===== src/rtl/codec_port_pkg.sv =====
package codec_port_pkg;

    localparam int BYTE_W = 8;
    localparam int FLAG_W = 5;

    typedef enum logic [1:0] {
        PORT_INDEX  = 2'd0,
        PORT_IDATA  = 2'd1,
        PORT_STATUS = 2'd2,
        PORT_SAMPLE = 2'd3
    } port_e;

    typedef struct packed {
        logic [FLAG_W-1:0] flags;
        logic              crdy;
        logic              prdy;
        logic              intf;
    } stat_t;

    function automatic logic [BYTE_W-1:0] reg_wmask(input int unsigned n);
        logic [BYTE_W-1:0] m;
        case (n)
            0, 1:       m = 8'hEF;
            2, 3, 4, 5: m = 8'h9F;
            6, 7:       m = 8'hBF;
            8:          m = 8'h7F;
            9:          m = 8'hCF;
            10:         m = 8'hC2;
            12:         m = 8'h0F;
            13:         m = 8'hFD;
            default:    m = 8'hFF;
        endcase
        return m;
    endfunction

endpackage


===== src/rtl/codec_ireg_file.sv =====
module codec_ireg_file
    import codec_port_pkg::*;
#(
    parameter int NUM_REGS   = 16,
    parameter int IRQ_EN_REG = 10,
    parameter int IRQ_EN_BIT = 1
) (
    input  logic                       clk,
    input  logic                       rst_n,
    input  logic                       wr_index,
    input  logic                       wr_idata,
    input  logic [BYTE_W-1:0]          wdata,
    output logic [BYTE_W-1:0]          index_byte,
    output logic [BYTE_W-1:0]          cur_byte,
    output logic [NUM_REGS*BYTE_W-1:0] regs_flat,
    output logic                       irq_en,
    output logic                       init_o,
    output logic                       mce_o,
    output logic                       trd_o
);
    localparam int IDX_W = $clog2(NUM_REGS);

    typedef struct packed {
        logic                             init;
        logic                             mce;
        logic                             trd;
        logic [IDX_W-1:0]                 idx;
        logic [NUM_REGS-1:0][BYTE_W-1:0]  regs;
    } rf_t;

    rf_t s_d, s_q;

    always_comb begin
        s_d = s_q;
        if (wr_index) begin
            s_d.init = 1'b0;
            s_d.mce  = wdata[6];
            s_d.trd  = wdata[5];
            s_d.idx  = wdata[IDX_W-1:0];
        end
        if (wr_idata) begin
            s_d.regs[s_q.idx] = wdata & reg_wmask(int'(s_q.idx));
        end
    end

    always_ff @(posedge clk or negedge rst_n) begin
        if (!rst_n) begin
            s_q      <= '0;
            s_q.init <= 1'b1;
        end else begin
            s_q <= s_d;
        end
    end

    assign index_byte = {s_q.init, s_q.mce, s_q.trd, {(BYTE_W-3-IDX_W){1'b0}}, s_q.idx};
    assign cur_byte   = s_q.regs[s_q.idx];
    assign regs_flat  = s_q.regs;
    assign irq_en     = s_q.regs[IRQ_EN_REG][IRQ_EN_BIT];
    assign init_o     = s_q.init;
    assign mce_o      = s_q.mce;
    assign trd_o      = s_q.trd;

    // after any index write, INIT is low for good
    a_r4_init_drop: assert property (@(posedge clk) disable iff (!rst_n)
        wr_index |=> !init_o);
    a_r4_init_no_rise: assert property (@(posedge clk) disable iff (!rst_n)
        !init_o |=> !init_o);
    // an indexed write lands in the register selected before the write
    a_r2_idata_target: assert property (@(posedge clk) disable iff (!rst_n)
        (wr_idata && !wr_index) |=> cur_byte == ($past(wdata) & reg_wmask(int'(s_q.idx))));

endmodule


===== src/rtl/codec_status_unit.sv =====
module codec_status_unit
    import codec_port_pkg::*;
(
    input  logic              clk,
    input  logic              rst_n,
    input  logic              irq_en,
    input  logic              irq_event,
    input  logic              clr_int,
    input  logic              cap_valid,
    input  logic              cap_rd,
    input  logic              play_take,
    input  logic              play_wr,
    input  logic              flag_tick,
    input  logic [FLAG_W-1:0] flag_vec,
    output logic [BYTE_W-1:0] status_byte,
    output logic              irq
);
    stat_t st_d, st_q;

    always_comb begin
        st_d = st_q;
        if (flag_tick)              st_d.flags = flag_vec;
        if (cap_rd)                 st_d.crdy  = 1'b0;
        if (cap_valid)              st_d.crdy  = 1'b1;
        if (play_wr)                st_d.prdy  = 1'b0;
        if (play_take)              st_d.prdy  = 1'b1;
        if (clr_int)                st_d.intf  = 1'b0;
        if (irq_event && irq_en)    st_d.intf  = 1'b1;
    end

    always_ff @(posedge clk or negedge rst_n) begin
        if (!rst_n) st_q <= '0;
        else        st_q <= st_d;
    end

    assign status_byte = {st_q.flags[4], st_q.flags[3], st_q.crdy,
                          st_q.flags[2], st_q.flags[1], st_q.flags[0],
                          st_q.prdy, st_q.intf};
    assign irq = st_q.intf;

    // sticky interrupt only cleared by a status write
    a_r8_int_sticky: assert property (@(posedge clk) disable iff (!rst_n)
        (irq && !clr_int) |=> irq);
    a_r8_int_gated: assert property (@(posedge clk) disable iff (!rst_n)
        (!irq && !(irq_event && irq_en)) |=> !irq);
    // ready flags, set beats clear
    a_r9_crdy_clear: assert property (@(posedge clk) disable iff (!rst_n)
        (cap_rd && !cap_valid) |=> !status_byte[5]);
    a_r9_crdy_set: assert property (@(posedge clk) disable iff (!rst_n)
        cap_valid |=> status_byte[5]);
    a_r9_prdy_set: assert property (@(posedge clk) disable iff (!rst_n)
        play_take |=> status_byte[1]);
    // per-sample flags hold between ticks
    a_r10_flags_hold: assert property (@(posedge clk) disable iff (!rst_n)
        !flag_tick |=> ($stable(status_byte[7:6]) && $stable(status_byte[4:2])));

endmodule


===== src/rtl/codec_ctrl_port.sv =====
module codec_ctrl_port
    import codec_port_pkg::*;
#(
    parameter int NUM_REGS   = 16,
    parameter int IRQ_EN_REG = 10,
    parameter int IRQ_EN_BIT = 1,
    parameter int BASE_HI    = 14,
    parameter int BASE_LO    = 15
) (
    input  logic                       clk,
    input  logic                       rst_n,
    input  logic [1:0]                 host_addr,
    input  logic [7:0]                 host_wdata,
    input  logic                       host_rd,
    input  logic                       host_wr,
    output logic [7:0]                 host_rdata,
    input  logic                       cap_valid,
    input  logic [7:0]                 cap_byte,
    input  logic                       play_take,
    input  logic                       irq_event,
    input  logic                       flag_tick,
    input  logic [4:0]                 flag_vec,
    output logic [7:0]                 play_byte,
    output logic                       irq,
    output logic                       cfg_init,
    output logic                       cfg_mce,
    output logic                       cfg_trd,
    output logic [15:0]                base_count,
    output logic [NUM_REGS*8-1:0]      ctl_regs
);
    typedef struct packed {
        logic [BYTE_W-1:0] cap;
        logic [BYTE_W-1:0] play;
        logic [BYTE_W-1:0] rdata;
    } top_t;

    top_t t_d, t_q;

    port_e             sel;
    logic [BYTE_W-1:0] index_byte, cur_byte, status_byte;
    logic              irq_en;

    assign sel = port_e'(host_addr);

    codec_ireg_file #(
        .NUM_REGS  (NUM_REGS),
        .IRQ_EN_REG(IRQ_EN_REG),
        .IRQ_EN_BIT(IRQ_EN_BIT)
    ) u_rf (
        .clk       (clk),
        .rst_n     (rst_n),
        .wr_index  (host_wr && sel == PORT_INDEX),
        .wr_idata  (host_wr && sel == PORT_IDATA),
        .wdata     (host_wdata),
        .index_byte(index_byte),
        .cur_byte  (cur_byte),
        .regs_flat (ctl_regs),
        .irq_en    (irq_en),
        .init_o    (cfg_init),
        .mce_o     (cfg_mce),
        .trd_o     (cfg_trd)
    );

    codec_status_unit u_st (
        .clk        (clk),
        .rst_n      (rst_n),
        .irq_en     (irq_en),
        .irq_event  (irq_event),
        .clr_int    (host_wr && sel == PORT_STATUS),
        .cap_valid  (cap_valid),
        .cap_rd     (host_rd && sel == PORT_SAMPLE),
        .play_take  (play_take),
        .play_wr    (host_wr && sel == PORT_SAMPLE),
        .flag_tick  (flag_tick),
        .flag_vec   (flag_vec),
        .status_byte(status_byte),
        .irq        (irq)
    );

    always_comb begin
        t_d = t_q;
        if (cap_valid)                         t_d.cap  = cap_byte;
        if (host_wr && sel == PORT_SAMPLE)     t_d.play = host_wdata;
        if (host_rd) begin
            case (sel)
                PORT_INDEX:  t_d.rdata = index_byte;
                PORT_IDATA:  t_d.rdata = cur_byte;
                PORT_STATUS: t_d.rdata = status_byte;
                default:     t_d.rdata = t_q.cap;
            endcase
        end
    end

    always_ff @(posedge clk or negedge rst_n) begin
        if (!rst_n) t_q <= '0;
        else        t_q <= t_d;
    end

    assign host_rdata = t_q.rdata;
    assign play_byte  = t_q.play;
    assign base_count = {ctl_regs[BASE_HI*8 +: 8], ctl_regs[BASE_LO*8 +: 8]};

    // read data holds without a read strobe
    a_r1_rdata_hold: assert property (@(posedge clk) disable iff (!rst_n)
        !host_rd |=> $stable(host_rdata));
    // playback byte only moves on a sample-port write; capture reads see the core byte
    a_r6_play_hold: assert property (@(posedge clk) disable iff (!rst_n)
        !(host_wr && sel == PORT_SAMPLE) |=> $stable(play_byte));
    a_r6_cap_read: assert property (@(posedge clk) disable iff (!rst_n)
        (cap_valid ##1 (host_rd && sel == PORT_SAMPLE && !cap_valid)) |=> host_rdata == $past(cap_byte, 2));

endmodule


===== config.mk =====
export PLATFORM = sky130hd
export DESIGN_NAME = codec_ctrl_port
export DESIGN_NICKNAME = d
export VERILOG_FILES = /design/src/rtl/codec_port_pkg.sv /design/src/rtl/codec_ireg_file.sv /design/src/rtl/codec_status_unit.sv /design/src/rtl/codec_ctrl_port.sv
export SDC_FILE = /design/constraint.sdc
export NUM_CORES = 1
export LEC_CHECK = 0
export CAP_MARGIN = 30
export CORE_ASPECT_RATIO = 1.25
export CORE_UTILIZATION = 45
export CTS_CLUSTER_DIAMETER = 40
export DETAILED_ROUTE_END_ITERATION = 10
export GPL_ROUTABILITY_DRIVEN = 0
export PLACE_DENSITY_LB_ADDON = 0.12
export SYNTH_ARGS = -nofsm -noshare
export SYNTH_HDL_FRONTEND = slang
export SYNTH_HIERARCHICAL = 1
export SYNTH_SLANG_ARGS = --single-unit
export TNS_END_PERCENT = 20

===== constraint.sdc =====
create_clock -name clk -period 1.85 [get_ports clk]
set_input_delay 0.4625 -clock clk [delete_from_list [all_inputs] [get_ports clk]]
set_output_delay 0.4625 -clock clk [all_outputs]
set_load 0.01 [all_outputs]

==> impl_summary.txt, run 1 <==
----------------------------------------------------
[Worst setup path]
  Worst setup slack for register-to-register paths ... -0.15 ns
  Kind of critical path ... reg -> reg
  Cell breakdown of the critical path ... buf_12 -> clkbuf_16 -> mux4_1 -> a22oi_1 -> nand2_1 -> mux2i_1 -> o221ai_1
  Critical-path cell with the highest stage delay ... sky130_fd_sc_hd__mux4_1
  Kind of capture point of the worst setup path ... flop
  Nature of the critical path startpoint ... flop
  Data required time at the worst endpoint ... 2.14 ns
  Largest stage delay on the critical path ... 0.55 ns
  Maximum fanout encountered on the critical timing path ... 9
  Arrival time reported for the critical path endpoint ... 2.28 ns

[CTS]
  Clock Root Buffer ... sky130_fd_sc_hd__clkbuf_16
  TritonCTS sink count ... 167
  Number of buffers created by CTS ... 17
  Insertion delay of the later-clocked pin in the worst-skew pair ... 0.43 ns
  H-tree levels ... 4
  Clock-pin slew on the worst setup and hold paths ... 0.06 ns
  Maximum number of buffers from clock root to sink ... 2
  Clock tree from TritonCTS ... done

[Floorplanning]
  Die width ... 121 um
  Boundary Pins ... 195
  Initial core utilization ... 46.6%
  Die Ht ... 151 um
  Area of the placeable core ... 17,000 um^2
  Num rows ... 53
  Area of the die ... 18,200 um^2

[Global routing]
  Total global-route track usage ... 27.3%
  GRT Max-Usage Layer ... met2
  Total global routing overflow ... 0
  Met2 global-route usage ... 45.9%
  Number of antenna violations at the first check in global routing ... 0
  Wire length of the first global-routing pass ... 36.5 mm
  Vias in the first global route ... 6,251
  Global-route met3 utilization ... 4.89%
  Maximum number of pins on one net before global-route repair ... 49
  GR Layer Usage met1 ... 35.1%

[Route]
  Detailed-route wire length per cell ... 22.0 um
  Post-DR vias/cell ... 5.67
  Wire length after detailed routing ... 24.3 mm
  Number of design-rule violations left by the first detailed-router iteration ... 394
  First-pass iteration count of the detailed router ... 5
  Total number of vias ... 6,267
  Remaining DRCs ... 0
  Antenna viol nets, final ... 0

[Timing]
  Final setup violation count ... 8
  Endpoints failing hold ... 0
  Clock skew ... 0.00747 ns
  Max frequency ... 501 MHz
  Post-route setup slack ... -0.146 ns
  Total count of max-transition violations in the final report ... 0
  Slew @ Worst Pin ... 0.858 ns
  Share of the cycle needed by the critical path after routing ... 108%
  Slew headroom ... 42.7%
  RSZ-0062 raised after global routing ... yes
  Period minus WS final ... 2.00 ns
  Hold_ws ... 0.483 ns

[Status]
  Status ... finished, violations left
  Violated checks ... negative setup slack

[Hold path]
  Worst min path class ... reg -> reg

[Power and ir drop]
  Static leakage power ... 6.16 nW
  Net Switching ... 4.14 mW
  Cell internal pwr ... 8.55 mW
  Power density of the placed cells ... 1150 nW/um^2
  Maximum ir drop on the vdd rail ... 0.625 mV
  Switching Share ... 32.6%
  Sequential fraction of design power ... 40.4%
  Proportion of power drawn by combinational gates ... 32.0%
  Relative contribution of the clock network to total power ... 27.7%
  Overall power after layout ... 12.7 mW

[Placement]
  Worst slack, placed ... -0.222 ns
  Post-DP HPWL ... 17.4 mm
  Number of input and output port buffers inserted ... 194
  Placement Cell Area ... 10,200 um^2

[Cells and area]
  Final Cell Area ... 11,000 um^2
  N_diodes ... 0
  Final-stage net count ... 911
  Area added between synthesis and finish ... 38.8%
  Layout cell share with drive strength beyond 1 ... 17.7%

[Logic synthesis]
  Async set-reset flop share out of synthesis ... 100%
  Number of flops mapped to enable cells by yosys ... 0
  Number of distinct library cell variants in the gate-level netlist after synthesis ... 36
  Yosys synthesis warning count ... 6
  Cell area after technology mapping ... 7940 um^2
  Post-synth top flop ... sky130_fd_sc_hd__dfrtp_1
  Instance count of the mapped netlist ... 689
  Part of the Yosys area used for sequential elements ... 52.6%
  Synthesized area divided by synthesized cell count ... 11.5 um^2
  Number of flip-flops and latches in the synthesized netlist ... 167
  Synthesized Nets ... 727

[Flow run]
  Max-Cap Viols ... 0

----------------------------------------------------
## kinds of logic after synthesis
kind of cell	synth area share, %
other	0.0472
muxes	15.4
DFF	52.6
AOI/OAI and AO/OA	12.0
and+or+nand+nor	11.2
adders and majority gates	1.10
buffers and inverters	7.64
## cells in the mapped netlist, drive strengths merged, types with 3 or more instances
library cell / count / share of area, %
a21o: 3 / 0.28
a22oi: 16 / 1.5
and2: 8 / 0.63
buf: 72 / 6.4
clkbuf: 18 / 0.85
dfrtp: 166 / 52
ha: 7 / 1.1
inv: 9 / 0.43
mux2: 24 / 3.4
mux2i: 17 / 2.3
mux4: 32 / 9.7
nand2: 139 / 6.6
nand2b: 9 / 0.71
nand4: 4 / 0.47
nand4b: 8 / 1.2
nand4bb: 4 / 0.57
nor2: 4 / 0.19
nor2b: 3 / 0.24
o21ai: 97 / 6.1
o221ai: 8 / 0.88
o31ai: 32 / 3.0
## worst max-delay path: cells and delay by family, from the launching register on
kind                   cells  cell delay [ns]
DFF                        1             0.42
and+or+nand+nor            1             0.11
AOI/OAI and AO/OA          2             0.34
muxes                      2             0.70
buffers and inverters      2             0.30
## sequential cells by signal (all words and copies together), names as in the netlist, 4 cells and up
signal	cells
u_rf/regs_flat	127
t_q	8
u_rf/index_byte	4
host_rdata	8
u_st/status_byte	7
play_byte	8
## path summary, 6_finish.rpt
path                                startpoint                  end  depth (start not counted)
hold / removal             u_st/status_byte[5]  u_st/status_byte[5]                          1
setup / recovery            u_rf/index_byte[0]        host_rdata[5]                          7
max in group asynchronous                rst_n   u_rf/regs_flat[33]                          3
setup reg to reg            u_rf/index_byte[0]        host_rdata[5]                          7
min in group asynchronous                rst_n  u_rf/regs_flat[109]                          2
hold reg to reg            u_st/status_byte[5]  u_st/status_byte[5]                          1
## power groups by stage
stage	sequential [mW]	clock [mW]	combinational, mW
2_1_floorplan	5.25	0	1.83
3_3_place_gp	5.18	0	4.11
3_5_place_dp	5.20	0	4.19
4_1_cts	5.14	3.56	4.02
5_1_grt	5.21	3.74	4.33
6_report	5.12	3.51	4.05
## stage by stage
stage | setup TNS (ns) | util [%] | std cells
2_1_floorplan | 0 | - | 689
3_3_place_gp | -10.24 | 59.9 | 1069
3_5_place_dp | -13.88 | 59.9 | 1069
4_1_cts | -0.513 | 63.0 | 1101
5_1_grt | -1.62 | 64.7 | 1105
6_report | -0.838 | 64.7 | 1105
## placed cells by master, fill, tap and decap left out, types with 9 or more instances in the layout
master | synthesis | final
sky130_fd_sc_hd__a22oi_1 | 16 | 12
sky130_fd_sc_hd__buf_12 | 0 | 18
sky130_fd_sc_hd__buf_4 | 42 | 38
sky130_fd_sc_hd__clkbuf_16 | 0 | 19
sky130_fd_sc_hd__clkdlybuf4s50_1 | 0 | 60
sky130_fd_sc_hd__dfrtp_1 | 166 | 165
sky130_fd_sc_hd__dlygate4sd2_1 | 0 | 66
sky130_fd_sc_hd__dlymetal6s2s_1 | 0 | 67
sky130_fd_sc_hd__mux2_2 | 24 | 24
sky130_fd_sc_hd__mux2i_1 | 16 | 16
sky130_fd_sc_hd__mux4_1 | 13 | 12
sky130_fd_sc_hd__mux4_2 | 19 | 20
sky130_fd_sc_hd__nand2_1 | 139 | 138
sky130_fd_sc_hd__nand2b_1 | 9 | 9
sky130_fd_sc_hd__o21ai_0 | 97 | 94
sky130_fd_sc_hd__o31ai_1 | 32 | 32
## what timing repair did
item | in CTS | in global routing
buffers inserted | 0 | 2
resized for setup | 72 | 75
endpoints found under the setup margin | 120 | 123
hold endpoints to repair | 30 | 0
pin swaps | 1 | 1
cloned | 0 | 2
hold buffers | 1 | 0
## layout make-up
| class | instances | area, um^2 |
|---|---|---|
| Fill cell | 1325 | 6020 |
| Sequential cell | 167 | 4180 |
| Multi-Input combinational cell | 423 | 3200 |
| Timing Repair Buffer | 255 | 2760 |
| Clock buffer | 21 | 460 |
| Tap cell | 220 | 275 |
| Clock inverter | 10 | 123 |
| Inverter | 9 | 33.8 |
## routing by layer
layer / routed length (um) / vias to the layer above
met2: 12600 / 262
met3: 1400 / 38
met5: 0 / -
met1: 9720 / 3173
li1: - / 2794
met4: 597 / 0
No activity file was read; power rests on OpenSTA's default activity.
==> run 2, diff against run 1 <==
Settings changed: CTS_CLUSTER_SIZE from default to 12.
==> results of run 2 <==
Same layout as run 1: the final DEF is identical, and so are final timing and power.
